$ cat config.mk
export PLATFORM = sky130hd
export DESIGN_NAME = ipcsum_ctrl
export DESIGN_NICKNAME = d
export VERILOG_FILES = /design/src/rtl/ipcsum_pkg.sv /design/src/rtl/ipcsum_ctrl.sv
export SDC_FILE = /design/constraint.sdc
export NUM_CORES = 1
export LEC_CHECK = 0
export BUFFER_PORTS_ARGS = -buffer_cell sky130_fd_sc_hd__buf_2
export CORE_MARGIN = 2
export CORE_UTILIZATION = 53
export DETAILED_ROUTE_END_ITERATION = 8
export PLACE_DENSITY = 0.76
export SYNTH_ARGS = -nofsm -noshare
export SYNTH_HDL_FRONTEND = slang
export SYNTH_SLANG_ARGS = --single-unit
$ cat constraint.sdc
create_clock -name clk -period 4.05 [get_ports clk]
set_input_delay 0.81 -clock clk [delete_from_list [all_inputs] [get_ports clk]]
set_output_delay 0.81 -clock clk [all_outputs]
set_load 0.03 [all_outputs]
$ cat src/rtl/ipcsum_pkg.sv
package ipcsum_pkg;

  localparam logic [15:0] TYPE_IPV4 = 16'h0800;
  localparam logic [15:0] TYPE_IPV6 = 16'h86DD;
  localparam logic [15:0] TYPE_VLAN = 16'h8100;
  localparam int          VLAN_LEN  = 4;
  localparam int          MIN_IHL   = 5;
  localparam int          HDR_POS_W = 6;

  typedef enum logic [1:0] {
    KIND_NONE  = 2'd0,
    KIND_V4    = 2'd1,
    KIND_V6    = 2'd2,
    KIND_OTHER = 2'd3
  } frameKind_t;

  typedef struct packed {
    logic clrSum;
    logic latchType;
    logic latchHi;
    logic addWord;
  } dpStrobe_t;

endpackage

$ cat src/rtl/ipcsum_ctrl.sv
module ipcsum_ctrl
  import ipcsum_pkg::*;
#(
  parameter int CNT_W    = 12,
  parameter int TYPE_OFF = 12,
  parameter bit VLAN_EN  = 1'b1
) (
  input  logic        clk,
  input  logic        rstN,
  input  logic        enable,
  input  logic        inValid,
  input  logic [7:0]  inData,
  input  logic        inSof,
  input  logic        inEof,
  input  logic [15:0] etherType,
  input  logic        wordAllOnes,
  output dpStrobe_t   strobe,
  output logic        outValid,
  output logic        isIpv4,
  output logic        isIpv6,
  output logic        hdrErr
);

  localparam logic [CNT_W-1:0] CNT_MAX  = {CNT_W{1'b1}};
  localparam logic [CNT_W-1:0] OFF_BASE = CNT_W'(TYPE_OFF);
  localparam logic [CNT_W-1:0] OFF_STEP = CNT_W'(VLAN_LEN);

  logic                 inFrame;
  logic [CNT_W-1:0]     byteCnt;
  logic [CNT_W-1:0]     typeOff;
  logic                 vlanSeen;
  frameKind_t           kind;
  logic                 hdrActive;
  logic [HDR_POS_W-1:0] hdrPos;
  logic [HDR_POS_W-1:0] hdrLen;
  logic                 hdrDone;
  logic                 sumOk;
  logic                 badHdr;
  logic                 enLat;

  logic                 take;
  logic [CNT_W-1:0]     idx;
  logic [CNT_W-1:0]     curTypeOff;
  logic                 curVlan;
  frameKind_t           curKind;
  logic                 curHdrActive;
  logic [HDR_POS_W-1:0] curHdrPos;
  logic [HDR_POS_W-1:0] curHdrLen;
  logic                 curHdrDone;
  logic                 curSumOk;
  logic                 curBad;
  logic                 curEn;

  logic                 atTypeHi;
  logic                 atTypeLo;
  logic                 vlanHit;
  frameKind_t           decidedKind;
  frameKind_t           kindNext;
  logic                 hdrByte;
  logic                 isFirst;
  logic                 firstBad;
  logic [HDR_POS_W-1:0] lenNow;
  logic                 isLast;
  logic                 doneFinal;
  logic                 okFinal;
  logic                 badFinal;
  logic                 startHdr;

  assign take         = inValid && (inSof || inFrame);
  assign idx          = inSof ? '0 : byteCnt;
  assign curTypeOff   = inSof ? OFF_BASE : typeOff;
  assign curVlan      = inSof ? 1'b0 : vlanSeen;
  assign curKind      = inSof ? KIND_NONE : kind;
  assign curHdrActive = inSof ? 1'b0 : hdrActive;
  assign curHdrPos    = inSof ? '0 : hdrPos;
  assign curHdrLen    = inSof ? '0 : hdrLen;
  assign curHdrDone   = inSof ? 1'b0 : hdrDone;
  assign curSumOk     = inSof ? 1'b0 : sumOk;
  assign curBad       = inSof ? 1'b0 : badHdr;
  assign curEn        = inSof ? enable : enLat;

  assign atTypeHi = take && (curKind == KIND_NONE) && (idx == curTypeOff);
  assign atTypeLo = take && (curKind == KIND_NONE) && (idx == curTypeOff + 1'b1);

  generate
    if (VLAN_EN) begin : g_vlan
      assign vlanHit = (etherType == TYPE_VLAN) && !curVlan;
    end else begin : g_noVlan
      assign vlanHit = 1'b0;
    end
  endgenerate

  always_comb begin
    if (etherType == TYPE_IPV4)      decidedKind = KIND_V4;
    else if (etherType == TYPE_IPV6) decidedKind = KIND_V6;
    else                             decidedKind = KIND_OTHER;
  end

  assign kindNext = (atTypeLo && !vlanHit) ? decidedKind : curKind;
  assign startHdr = atTypeLo && !vlanHit && (decidedKind == KIND_V4);

  assign hdrByte  = take && curHdrActive;
  assign isFirst  = hdrByte && (curHdrPos == '0);
  assign firstBad = isFirst && ((inData[7:4] != 4'd4) || (inData[3:0] < 4'(MIN_IHL)));
  assign lenNow   = isFirst ? {inData[3:0], 2'b00} : curHdrLen;
  assign isLast   = hdrByte && !firstBad && (curHdrPos == lenNow - 1'b1);

  assign doneFinal = curHdrDone || isLast;
  assign okFinal   = isLast ? wordAllOnes : curSumOk;
  assign badFinal  = curBad || firstBad;

  always_comb begin
    strobe           = '0;
    strobe.clrSum    = take && inSof;
    strobe.latchType = atTypeHi;
    strobe.latchHi   = hdrByte && !curHdrPos[0] && !firstBad;
    strobe.addWord   = hdrByte && curHdrPos[0];
  end

  always_ff @(posedge clk) begin
    if (!rstN) begin
      inFrame   <= 1'b0;
      byteCnt   <= '0;
      typeOff   <= OFF_BASE;
      vlanSeen  <= 1'b0;
      kind      <= KIND_NONE;
      hdrActive <= 1'b0;
      hdrPos    <= '0;
      hdrLen    <= '0;
      hdrDone   <= 1'b0;
      sumOk     <= 1'b0;
      badHdr    <= 1'b0;
      enLat     <= 1'b0;
      outValid  <= 1'b0;
      isIpv4    <= 1'b0;
      isIpv6    <= 1'b0;
      hdrErr    <= 1'b0;
    end else begin
      outValid <= 1'b0;
      isIpv4   <= 1'b0;
      isIpv6   <= 1'b0;
      hdrErr   <= 1'b0;
      if (take) begin
        inFrame   <= !inEof;
        byteCnt   <= (idx == CNT_MAX) ? idx : idx + 1'b1;
        enLat     <= curEn;
        kind      <= kindNext;
        typeOff   <= (atTypeLo && vlanHit) ? curTypeOff + OFF_STEP : curTypeOff;
        vlanSeen  <= curVlan || (atTypeLo && vlanHit);
        hdrDone   <= doneFinal;
        sumOk     <= okFinal;
        badHdr    <= badFinal;
        if (startHdr) begin
          hdrActive <= 1'b1;
          hdrPos    <= '0;
          hdrLen    <= '0;
        end else if (hdrByte) begin
          hdrActive <= !(firstBad || isLast);
          hdrPos    <= curHdrPos + 1'b1;
          hdrLen    <= lenNow;
        end else begin
          hdrActive <= curHdrActive;
          hdrPos    <= curHdrPos;
          hdrLen    <= curHdrLen;
        end
        if (inEof) begin
          outValid <= 1'b1;
          isIpv4   <= curEn && (kindNext == KIND_V4);
          isIpv6   <= curEn && (kindNext == KIND_V6);
          hdrErr   <= curEn && (kindNext == KIND_V4) &&
                      (badFinal || !doneFinal || !okFinal);
        end
      end
    end
  end

  AST_FLAGS_QUIET: assert property (@(posedge clk) disable iff (!rstN)
    !outValid |-> !(isIpv4 || isIpv6 || hdrErr));

  AST_TYPE_EXCL: assert property (@(posedge clk) disable iff (!rstN)
    !(isIpv4 && isIpv6));

  AST_VLAN_SHIFT: assert property (@(posedge clk) disable iff (!rstN)
    vlanSeen |-> (typeOff == OFF_BASE + OFF_STEP));

  AST_HDR_MIN_LEN: assert property (@(posedge clk) disable iff (!rstN)
    hdrDone |-> (hdrLen >= HDR_POS_W'(MIN_IHL * 4)));

  AST_ERR_NEEDS_V4: assert property (@(posedge clk) disable iff (!rstN)
    hdrErr |-> isIpv4);

  AST_HDR_ONLY_V4: assert property (@(posedge clk) disable iff (!rstN)
    hdrActive |-> (kind == KIND_V4));

endmodule

-- Yosys cells after proc, flatten, opt, wreduce, memory -nomap -nowiden
Cells that the tools add are included.
W data, S select, Z words.
- flip-flop bits (word level): 49
- input port bits: 31
- output and inout port bits: 8
- $add $sub $neg: 5
- $lt $le $gt $ge: 1
- equal/unequal tests: 11
- mux-type cells: 25
- reductions and logical operators: 40
- operator list (cell ; number):
    $mux W12 ; 4
    $mux W6 ; 7
    $eq A16 B16 Y1 const B ; 2
    $add A12 B1 Y12 const B ; 2
    $eq A12 B12 Y1 ; 2
    $logic_and A1 B1 Y1 ; 20
    $eq A16 B12 Y1 const B ; 1
    $add A12 B3 Y12 const B ; 1
    $eq A12 B12 Y1 const B ; 1
    $mux W1 ; 11
    $logic_not A1 Y1 ; 8
    $logic_or A1 B1 Y1 ; 8
    $add A6 B1 Y6 const B ; 1
    $eq A6 B6 Y1 ; 1
    $logic_not A6 Y1 ; 1
    $mux W2 ; 3
    $sub A6 B1 Y6 const B ; 1
    $eq A2 B1 Y1 const B ; 2
    $lt A4 B3 Y1 const B ; 1
    $ne A4 B3 Y1 const B ; 1
    $reduce_and A3 Y1 ; 1
    $eq A2 B2 Y1 const B ; 1
    $logic_not A2 Y1 ; 1
    $reduce_and A2 Y1 ; 1

-- Depth between registers and ports, before layout
- word-level depth: 13
- gate-level depth with buffers: 17
- gate-level depth less buffers: 14

-- Worst setup path after synthesis
No wires, ideal clock.
- kind: input-to-reg
- start point: in inSof
- end point: reg typeOff[6]
- data arrival time: 3739 ps
- path slack: 193 ps
- stages on the path: 14
- path through: buf_2 > inv_1 > clkbuf_1 > clkbuf_1 > nand2_1 > ha_1 > nand3_1 > and4bb_2 > a41o_1 > a2111oi_2 > o2111a_2 > nand2_2 > o21a_1 > o221a_2
- word-level cells in the longest chain between the ends: 6
- elaborated cells on any way between the ends: 16
- RTL lines (what ; RTL line ; RTL):
    start, declared ; ipcsum_ctrl.sv:13 ; input logic inSof,
    $mux W12, or another cell as far along ; ipcsum_ctrl.sv:71 ; assign curTypeOff = inSof ? OFF_BASE : typeOff;
    $add A12 B1 Y12, or another cell as far along ; ipcsum_ctrl.sv:83 ; assign atTypeLo = take && (curKind == KIND_NONE) && (idx == curTypeOff + 1'b1);
    $eq A12 B12 Y1 or $logic_and A1 B1 Y1 (tied branches) ; ipcsum_ctrl.sv:83 ;
    $logic_and A1 B1 Y1 ; ipcsum_ctrl.sv:83 ;
    $logic_and A1 B1 Y1 ; ipcsum_ctrl.sv:148 ; typeOff <= (atTypeLo && vlanHit) ? curTypeOff + OFF_STEP : curTypeOff;
    $mux W12 ; ipcsum_ctrl.sv:148 ;
    end signal, assigned ; ipcsum_ctrl.sv:148 ;
    end, declared ; ipcsum_ctrl.sv:30 ; logic [CNT_W-1:0] typeOff;
Parallel ways exist; a longest one is shown, timed or not.
A chain may end at the register's enable or synchronous reset.

-- Final worst setup path
- start point: in inSof
- end point: reg sumOk
- word-level cells in the longest chain between the ends: 9
- elaborated cells on any way between the ends: 17
- RTL lines (what ; RTL line ; RTL):
    branches (longest 9 deep; another with $sub A6 B1 Y6) ; -- ;
    end signal, assigned ; ipcsum_ctrl.sv:151 ; sumOk <= okFinal;
    end, declared ; ipcsum_ctrl.sv:37 ; logic sumOk;
Parallel ways; which one is timed is not known.

==> flow_summary.toml <==
[run_status]
status = "finished clean"

[sta]
rsz0062_at_grt = "no"
setup_viol = 0
hold_ws_ns = 0.4609
period_needed_ns = 3.410
setup_tns_ns = 0
fmax_ghz = 0.2933
fin_crit_sh_pct = 84.19
hold_viol = 0
clock_skew_ns = 0.005227
drv_slew = 0
tightest_slew_ns = 0.8227
slew_headroom_pct = 45.09

[grt]
antenna_found_initial = 0
grt_util_met1_pct = 34.00
grt_max_degree = 30
gr-usage-met3_pct = 5.143
grt.total_usage_pct = 25.18
grt_pass1_vias = 3141
overflow = 0
grt-busiest-layer = "met2"
grt_pass1_wl_mm = 14.73
met2_usage_pct = 41.67

[hold_path]
hp-start = "enLat"
hp-class = "reg2reg"

[critical_path]
path_cells = "buf_2, inv_1, nand2_1, ha_1, nor3b_2, a31oi_1, nand2_1, ha_1, inv_1, a221o_1, or3b_1, a21oi_2, o221ai_2, or2_0, a21oi_2"
cpPeakStageDelay_ns = 0.37
critical_path_class = "in2reg"
r2r-start = "hdrPos[0]"
startpoint_type = "primary input"
critPathSlowestCell = "or3b_1"
crit_fanout = 10
worstSetupEndpointType = "flop"
arrival_ns = 3.64
required_ns = 4.28
startpoint = "inSof"

[die]
ios = 39
die_area_um2 = 7046
dieHeight_um = 83.94
core_area_um2 = 6277
row_count = 29
die_x_um = 83.94
initial_core_util_pct = 53.96

[synth]
syn_nets = 481
syn_area_um2 = 3387
yosys_warnings = 0
synth.distinct_cells = 72
synth_edf_count = 0
synth_seq_cells = 49
synth_flop_cell = "dfxtp_1"
syn_inst = 442
syn_avg_cell_area_um2 = 7.663
yosysSeqAreaShare_pct = 28.96
async_flop_share_pct = 0

[flow_run]
timing.max_cap.violations = 0

[routing]
vias = 3292
drtPass1Iterations = 6
drcViolationCount = 0
routed_wl_mm = 8.609
vias_per_cell = 6.029
ant_nets = 0
drt_iter0_drc = 307
routedWlPerCell_um = 15.77

[clocking]
clkSinkCount = 49
clk_latency_ns = 0.30
cts_hold_buf = 0
cts_resized = 0
cts_buffers = 5
cts_buffer_depth = 2
cts_tree = "built"
htree_levels = 2
clk_pin_slew_ns = 0.09
clock-root-buffer = "clkbuf_8"
postCtsSetupBuffers = 0

[finish]
mostFrequentLayoutCell = "nand2_1"
area_growth_pct = 9.900
layout.nets = 507
design_area_um2 = 3722
fillers = 585
layout-drive-gt1-share_pct = 16.84
antenna_cells = 0
final_cell_mix = "nand2_1, dfxtp_1, nor2_1"

[pwr]
ir_drop_uv = 200.6
p_leak_uw = 0.001513
cellPowerDensity_nw_per_um2 = 252.5

[place]
place_congestion = 0.9283
placed_area_um2 = 3606
hpwl_mm = 6.335
io_buffers = 38
area by class of cell:
class / instances / area, µm² / share of cell area [%]
Clock buffer: 7 / 86.33 / 2.319
Inverter: 18 / 67.56 / 1.815
Clock inverter: 1 / 30.03 / 0.8067
Multi-Input combinational cell: 351 / 2233 / 60.00
Sequential cell: 49 / 980.9 / 26.35
Tap cell: 77 / 96.34 / 2.588
Timing Repair Buffer: 43 / 227.7 / 6.118
through the flow:
stage / total power (µW) / util [%] / setup slack, ns / instances
floorplan: 546.9 / - / 0.1926 / 442
global placement: 579.2 / 57.44 / 0.5003 / 538
detailed placement: 580.3 / 57.44 / 0.3521 / 538
CTS: 940.7 / 59.30 / 0.6596 / 546
global route: 970.7 / 59.30 / 0.3393 / 546
finish: 939.9 / 59.30 / 0.6402 / 546
cell usage after synthesis (5+ instances only):
cell type,n,share of area [%]
nand3b_1,7,1.6
ha_1,8,3.0
xor2_1,12,3.1
nor2_1,43,4.8
a22oi_1,8,1.8
nand3_1,22,3.3
clkbuf_1,15,1.7
o21ai_0,20,3.0
nor2b_1,8,1.5
a21oi_1,22,3.3
xnor2_1,18,4.7
nand2_1,57,6.3
inv_1,17,1.9
nor3_1,16,2.4
buf_2,5,0.74
nand4_1,11,2.0
dfxtp_1,49,29
mux2i_1,9,2.7
a31oi_1,6,1.1
nand2b_1,5,0.92
and3_1,9,1.7
final timing paths:
kind                            slack, ns  endpoint  cells past startpoint
worst max-delay path                 0.64     sumOk                     15
worst min-delay path                 0.46     enLat                      2
worst max register to register       1.08     sumOk                     13
worst min register to register       0.46     enLat                      2
registers in the layout, summed over array words and instances (netlist names), 2 cells and up:
signal   count
byteCnt     12
hdrLen       6
hdrPos       6
kind         2
typeOff     12
routing by layer:
| metal | share of wire [%] | wire length, µm | up-vias |
|---|---|---|---|
| li1 | - | - | 1624 |
| met1 | 46 | 3993 | 1529 |
| met2 | 46 | 3968 | 128 |
| met3 | 6.5 | 557 | 11 |
| met4 | 1.0 | 90 | 0 |
| met5 | 0 | 0 | - |
where the power goes:
group	internal, µW	switching (µW)
combinational	29.2	54.2
clock	202	168
sequential	484	3.28
total	715	225
worst max-delay path: cells and delay by family:
family          cells  cell delay [ns]
buf+inv             3             0.31
fa+ha+maj           2             0.35
simple gates        5             1.23
compound gates      5             0.95
cell families (layout without fill, tap and decap cells):
group,Yosys count,in the layout,synth area share (%)
AO/OA/AOI/OAI,93,93,19.03
XOR/XNOR,30,30,7.758
adder cells (fa/ha/maj),8,8,2.955
buffers and inverters,42,69,5.097
flip-flops,49,49,28.96
multiplexers,12,12,3.657
AND/OR/NAND/NOR,208,208,32.55
Note: power is estimated with default switching activity, not from simulation.
